==> src/rtl/sdpwm_pkg.sv <==
package sdpwm_pkg;

    localparam int DEF_LEVELS = 50;
    localparam int DEF_FRAC_W = 8;

    function automatic int level_bits(input int levels);
        return $clog2(levels);
    endfunction

    function automatic int ticks_per_period(input int levels);
        return levels - 1;
    endfunction

endpackage

==> src/rtl/sd_err_quant.sv <==
module sd_err_quant
    import sdpwm_pkg::*;
#(
    parameter int LEVELS = DEF_LEVELS,
    parameter int FRAC_W = DEF_FRAC_W,
    localparam int LVL_W = level_bits(LEVELS),
    localparam int DUTY_W = LVL_W + FRAC_W
) (
    input  logic              clk,
    input  logic              rst,
    input  logic              load,
    input  logic [DUTY_W-1:0] duty_in,
    output logic [LVL_W-1:0]  lvl_next,
    output logic [FRAC_W-1:0] resid_q
);

    localparam int MAX_LVL = LEVELS - 1;
    localparam logic [DUTY_W:0] CLAMP_SUM = (DUTY_W + 1)'(MAX_LVL * (2 ** FRAC_W));

    typedef struct packed {
        logic [LVL_W-1:0]  level;
        logic [FRAC_W-1:0] resid;
    } quant_t;

    logic [DUTY_W:0] sum;
    quant_t          q;

    always_comb begin
        sum = {1'b0, duty_in} + (DUTY_W + 1)'(resid_q);
        if (sum >= CLAMP_SUM) begin
            q.level = LVL_W'(MAX_LVL);
            q.resid = '0;
        end else begin
            q.level = LVL_W'(sum >> FRAC_W);
            q.resid = sum[FRAC_W-1:0];
        end
    end

    assign lvl_next = q.level;

    always_ff @(posedge clk) begin
        if (rst) begin
            resid_q <= '0;
        end else if (load) begin
            resid_q <= q.resid;
        end
    end

endmodule

==> src/rtl/pwm_tick_counter.sv <==
module pwm_tick_counter
    import sdpwm_pkg::*;
#(
    parameter int LEVELS = DEF_LEVELS,
    localparam int LVL_W = level_bits(LEVELS)
) (
    input  logic             clk,
    input  logic             rst,
    input  logic             step_en,
    output logic [LVL_W-1:0] cnt_q,
    output logic             wrap,
    output logic             period_start
);

    localparam logic [LVL_W-1:0] LAST = LVL_W'(ticks_per_period(LEVELS) - 1);

    assign wrap = step_en && (cnt_q == LAST);

    always_ff @(posedge clk) begin
        if (rst) begin
            cnt_q        <= LAST;
            period_start <= 1'b0;
        end else begin
            period_start <= wrap;
            if (wrap) begin
                cnt_q <= '0;
            end else if (step_en) begin
                cnt_q <= cnt_q + 1'b1;
            end
        end
    end

endmodule

==> src/rtl/pwm_level_cmp.sv <==
module pwm_level_cmp
    import sdpwm_pkg::*;
#(
    parameter int LEVELS = DEF_LEVELS,
    localparam int LVL_W = level_bits(LEVELS)
) (
    input  logic             clk,
    input  logic             rst,
    input  logic             load,
    input  logic [LVL_W-1:0] lvl_next,
    input  logic [LVL_W-1:0] cnt,
    output logic [LVL_W-1:0] lvl_q,
    output logic             pwm_out
);

    always_ff @(posedge clk) begin
        if (rst) begin
            lvl_q <= '0;
        end else if (load) begin
            lvl_q <= lvl_next;
        end
    end

    assign pwm_out = (cnt < lvl_q);

endmodule

==> src/rtl/sd_dither_pwm.sv <==
module sd_dither_pwm
    import sdpwm_pkg::*;
#(
    parameter int LEVELS = DEF_LEVELS,
    parameter int FRAC_W = DEF_FRAC_W,
    localparam int LVL_W = level_bits(LEVELS),
    localparam int DUTY_W = LVL_W + FRAC_W
) (
    input  logic              clk,
    input  logic              rst,
    input  logic              step_en,
    input  logic [DUTY_W-1:0] duty_in,
    output logic              pwm_out,
    output logic              period_start
);

    logic [LVL_W-1:0]  cnt_q;
    logic [LVL_W-1:0]  lvl_next;
    logic [LVL_W-1:0]  lvl_q;
    logic [FRAC_W-1:0] resid_q;
    logic              wrap;

    pwm_tick_counter #(.LEVELS(LEVELS)) u_cnt (
        .clk          (clk),
        .rst          (rst),
        .step_en      (step_en),
        .cnt_q        (cnt_q),
        .wrap         (wrap),
        .period_start (period_start)
    );

    sd_err_quant #(.LEVELS(LEVELS), .FRAC_W(FRAC_W)) u_quant (
        .clk      (clk),
        .rst      (rst),
        .load     (wrap),
        .duty_in  (duty_in),
        .lvl_next (lvl_next),
        .resid_q  (resid_q)
    );

    pwm_level_cmp #(.LEVELS(LEVELS)) u_cmp (
        .clk      (clk),
        .rst      (rst),
        .load     (wrap),
        .lvl_next (lvl_next),
        .cnt      (cnt_q),
        .lvl_q    (lvl_q),
        .pwm_out  (pwm_out)
    );

endmodule

==> config.mk <==
export PLATFORM = sky130hd
export DESIGN_NAME = sd_dither_pwm
export DESIGN_NICKNAME = d
export VERILOG_FILES = /design/src/rtl/sdpwm_pkg.sv /design/src/rtl/sd_err_quant.sv /design/src/rtl/pwm_tick_counter.sv /design/src/rtl/pwm_level_cmp.sv /design/src/rtl/sd_dither_pwm.sv
export SDC_FILE = /design/constraint.sdc
export NUM_CORES = 1
export LEC_CHECK = 0
export ABC_AREA = 1
export BUFFER_PORTS_ARGS = -buffer_cell sky130_fd_sc_hd__buf_2
export CORE_ASPECT_RATIO = 0.6
export CORE_UTILIZATION = 37
export DETAILED_ROUTE_END_ITERATION = 8
export GPL_ROUTABILITY_DRIVEN = 0
export PLACE_DENSITY_LB_ADDON = 0.05
export SLEW_MARGIN = 20
export SYNTH_ARGS = -nofsm -noshare
export SYNTH_HDL_FRONTEND = slang
export SYNTH_SLANG_ARGS = --single-unit
==> constraint.sdc <==
create_clock -name clk -period 5 [get_ports clk]
set_input_delay 1 -clock clk [delete_from_list [all_inputs] [get_ports clk]]
set_output_delay 1 -clock clk [all_outputs]
set_load 0.1 [all_outputs]
## Word-level counts from Yosys, hierarchy flattened

Index checks and enable logic that the tools add are counted.

- Register bits: 21
- Output and inout port bits: 2

- Muxes and demuxes: 3
- Order comparisons: 2
- Equality and inequality tests: 1
- $add $sub $neg: 2
- Reductions and logical operators: 3

Operator list:

| cell | count |
|---|---|
| 14-bit by 8-bit adder with 15-bit output | 1 |
| 15-bit by 14-bit >= comparator with 1-bit output, second input constant | 1 |
| 14-bit two-way mux | 1 |
| 6-bit two-way mux | 2 |
| 6-bit by 1-bit adder with 6-bit output, second input constant | 1 |
| 6-bit equality test, second input constant | 1 |
| 6-bit less-than comparator | 1 |
| 2-bit nonzero test | 1 |
| 2-bit OR reduction | 1 |
| 1-bit logical AND | 1 |

## Depth between registers and ports, before layout

- Depth after elaboration: 3
- Mapped depth: 16
- Depth with buffers taken out: 16

## Hierarchy

A second synthesis with hierarchy kept.

- Cell total of the unflattened synthesis: 295
- Area, all modules: 1,945.6 sq um

Modules (own cells, without submodules):

| module | instances | area an instance (sq um) | cells an instance |
|---|---|---|---|
| sd_err_quant | 1 | 1,226.2 | 197 |
| pwm_tick_counter | 1 | 366.6 | 51 |
| pwm_level_cmp | 1 | 352.8 | 47 |

## Worst setup path after synthesis

No wires, ideal clock.

- Path type: input to register
- Start: in duty_in[0]
- End: reg u_cmp.lvl_q[0]
- Setup slack: 2.318 ns
- Path buffers: 0
- Stages: 16
- Arrival: 2.570 ns
- Data required time: 4.888 ns
- Setup time: 0.112 ns
- Path through: ha_1 -> fa_1 -> nand2_1 -> inv_1 -> nand2_1 -> nand3_2 -> nand2_1 -> nand2_1 -> nand2_1 -> nand2_1 -> nor2_2 -> nand2_1 -> nand2_4 -> nand3_2 -> nand2_1 -> nand2_1

- Word-level cells in the longest chain between the ends: 3

RTL lines:

| element | RTL line | source |
|---|---|---|
| from (decl) | sd_dither_pwm.sv:12 | `input logic [DUTY_W-1:0] duty_in,` |
| 14-bit by 8-bit adder with 15-bit output (*) | sd_err_quant.sv:29 | `sum = {1'b0, duty_in} + (DUTY_W + 1)'(resid_q);` |
| 15-bit by 14-bit >= comparator with 1-bit output | sd_err_quant.sv:30 | `if (sum >= CLAMP_SUM) begin` |
| 14-bit two-way mux (*) | sd_err_quant.sv:30 |  |
| to (signal assigned) | pwm_level_cmp.sv:20 | `lvl_q <= lvl_next;` |
| to (decl) | pwm_level_cmp.sv:12 | `output logic [LVL_W-1:0] lvl_q,` |

Mark *: on every way between the ends. The rest lies on a longest branch, timed or not.
A chain may end at the register's enable or synchronous reset.

## Worst setup path in the final report

Same ends and word-level chain as after synthesis.

==> metrics <==
status complete, no violations; Vias per Instance 4.619; placement-stage cell area 1773 µm²; worst hold slack 0.4636 ns; highest-count cells in the layout ignoring fill and taps nand2_1, inv_1, dfxtp_1, buf_2, nor2_1; Initial Util 39.04%; CP Capture Type register; # hold bufs at CTS 0; All-Layer GR Usage 18.49%; Setup crit start kind primary input; max cap viols 0; worst setup path class primary input to register; Initial DRC Count 50; Fin. Hold Viols 0; Clock Path Buffers 2; port buffer count 18; die area 4650 µm²; Worst-Margin Slew 0.4839 ns; first-pass GRT wire length 6.396 mm; fillers 473; Area Overhead vs Synth 12.45%; compound-gate portion of the synthesized area 8.817%; simple-gate portion of the synthesized area 40.84%; Ports 19; Yosys reg bits 21; most common cell after layout, fill and taps aside nand2_1; Leak 0.9341 nW; HPWL Detailed 3.204 mm; DR DRC count 0; Tightest Hold Check Type register to register; clock-pin slew on the worst setup and hold paths 0.09 ns; count of final setup violators 0; row count 18; # resized after CTS 0; Seq/Total Area, Yosys 25.99%; synth warn 0; required time of the critical path 5.16 ns; clock root buffer clkbuf_8; Cells after Synth 242; CP max stage delay 0.44 ns; Post-Route WL 3.968 mm; mux contribution to synthesized area 0%; setup tns final 0 ns; pwr/cell area 227.2 nW/µm²; via count of the first global-routing pass 1,309; crit-path max FO 8; H-tree Lvls 1; core area 4144 µm²; Avg Cell Area, Syn 6.685 µm²; achievable frequency 367.1 MHz; Tcrit/Tclk final 54.49%; grt ovf 0; clock sink count 21; CP max-delay cell fa_1; Post-CTS Setup Repair Bufs 0; Period minus WS final 2.724 ns; Wirelength per Cell 12.28 µm; worst-skew pair later-pin latency 0.27 ns; Yosys cell types 25; worst-path cell chain buf_2, ha_1, fa_1, nand2_1, inv_1, nand2_1, nand3_2, nand2_1, nand2_1, nand2_1, nand2_1, nor2_2, nand2_1, nand2_4, nand3_2, nand2_1, nand2_1; area of the multi-input gates 1064 µm²; Worst slew margin 67.70%; Synth Area in Adders 12.84%; post-synthesis xor/xnor area fraction 3.248%; initial antenna violation count 0; largest family of logic cells by synthesized area simple AND/OR/NAND/NOR gates; post-route cell area 1819 µm²; Die H 53.22 µm; VDD IR-drop max 0.08955 mV; number of nets with antenna violations after routing 0; Data arrival, critical path 2.89 ns; Post-Syn Area 1618 µm²; via count 1,492; CTS tree built; fraction of final layout cells sized beyond drive strength 1 16.35%; Max Slew Vio Count 0; fin nets 297; FF/Latch Area 420.4 µm²; most frequent CP cell nand2_1; syn nets 275; RSZ-0062 raised after global routing false; largest net degree at the start of global routing 16; Antenna diodes 0; CTS Buf Count 3; Clock Skews 0.006572 ns; Die X 87.37 µm; drt pass-1 iters 4
kinds of logic after synthesis:
| group | after synthesis |
|---|---|
| AOI/OAI and AO/OA | 22 |
| DFF | 21 |
| and+or+nand+nor | 144 |
| xor gates and xnor gates | 6 |
| adders and majority gates | 16 |
| buffers and inverters | 33 |
critical path: cells and delay by family:
family                   cells  cell delay [ns]
AND/OR/NAND/NOR             13             1.04
buffers and inverters        2             0.15
adder cells (fa/ha/maj)      2             0.68
sequential cells by signal, summed over array words and instances, names as in the netlist:
| signal | flops |
|---|---|
| u_cnt.period_start | 1 |
| u_quant.resid_q | 8 |
| u_cnt.cnt_q | 6 |
| u_cmp.lvl_q | 6 |
metal layers:
layer	global-route usage [%]	up-vias	wire (µm)	part of all wire [%]
met5	0	-	0	0
met4	2.459	0	12	0.30
met3	3.900	2	177	4.5
met2	25.13	32	1369	35
met1	29.24	633	2409	61
li1	-	825	-	-
final cells by class:
| cell class | instances | area share [%] |
|---|---|---|
| Sequential cell | 21 | 23.11 |
| Clock inverter | 1 | 0.2751 |
| Clock buffer | 3 | 2.270 |
| Tap cell | 60 | 4.127 |
| Timing Repair Buffer | 19 | 5.365 |
| Multi-Input combinational cell | 188 | 58.46 |
| Inverter | 31 | 6.396 |
synthesized netlist by cell type:
library cell	instances	area [µm²]
a21boi_2	1	11.26
a21oi_1	9	45.04
a31oi_1	1	6.260
buf_2	1	5.000
dfxtp_1	21	420.4
dlymetal6s2s_1	1	12.51
fa_1	1	20.02
ha_1	15	187.7
inv_1	31	116.4
nand2_1	87	326.6
nand2_2	2	12.51
nand2_4	2	22.52
nand3_1	10	50.05
nand3_2	5	50.05
nand4_1	11	68.82
nor2_1	17	63.81
nor2_2	2	12.51
nor2_4	2	22.52
nor3_1	5	25.02
nor4_1	1	6.260
o21ai_0	5	25.02
o21ai_2	5	43.79
o221a_2	1	11.26
xnor2_1	3	26.28
xor2_1	3	26.28
path summary, 6_finish.rpt:
check	from	end	slack (ns)	cells after the start
worst max-delay path	duty_in[0]	u_cmp.lvl_q[0]$_SDFFE_PP0P_	2.28	17
worst min-delay path	u_quant.resid_q[5]$_SDFFE_PP0P_	u_quant.resid_q[5]$_SDFFE_PP0P_	0.46	2
worst max register to register	u_quant.resid_q[0]$_SDFFE_PP0P_	u_cmp.lvl_q[0]$_SDFFE_PP0P_	2.80	16
worst min register to register	u_quant.resid_q[5]$_SDFFE_PP0P_	u_quant.resid_q[5]$_SDFFE_PP0P_	0.46	2
stage by stage:
stage,setup slack [ns],instances,util (%),total power (W)
3_3_place_gp,2.057,319,42.78,0.0003012
2_1_floorplan,2.318,242,-,0.0002699
3_5_place_dp,2.010,319,42.78,0.0002995
6_report,2.276,323,43.90,0.0004133
5_1_grt,2.111,323,43.90,0.0004398
4_1_cts,2.283,323,43.90,0.0004179
power by group:
| part | switching [W] | leakage (nW) | internal [W] | total, W |
|---|---|---|---|---|
| sequential | 0.00000681 | 0.171 | 0.000177 | 0.000183 |
| combinational | 0.0000742 | 0.737 | 0.0000387 | 0.000113 |
| clock | 0.0000614 | 0.0255 | 0.0000556 | 0.000117 |
| total | 0.000142 | 0.934 | 0.000271 | 0.000413 |
(Power assumes the default switching activity.)
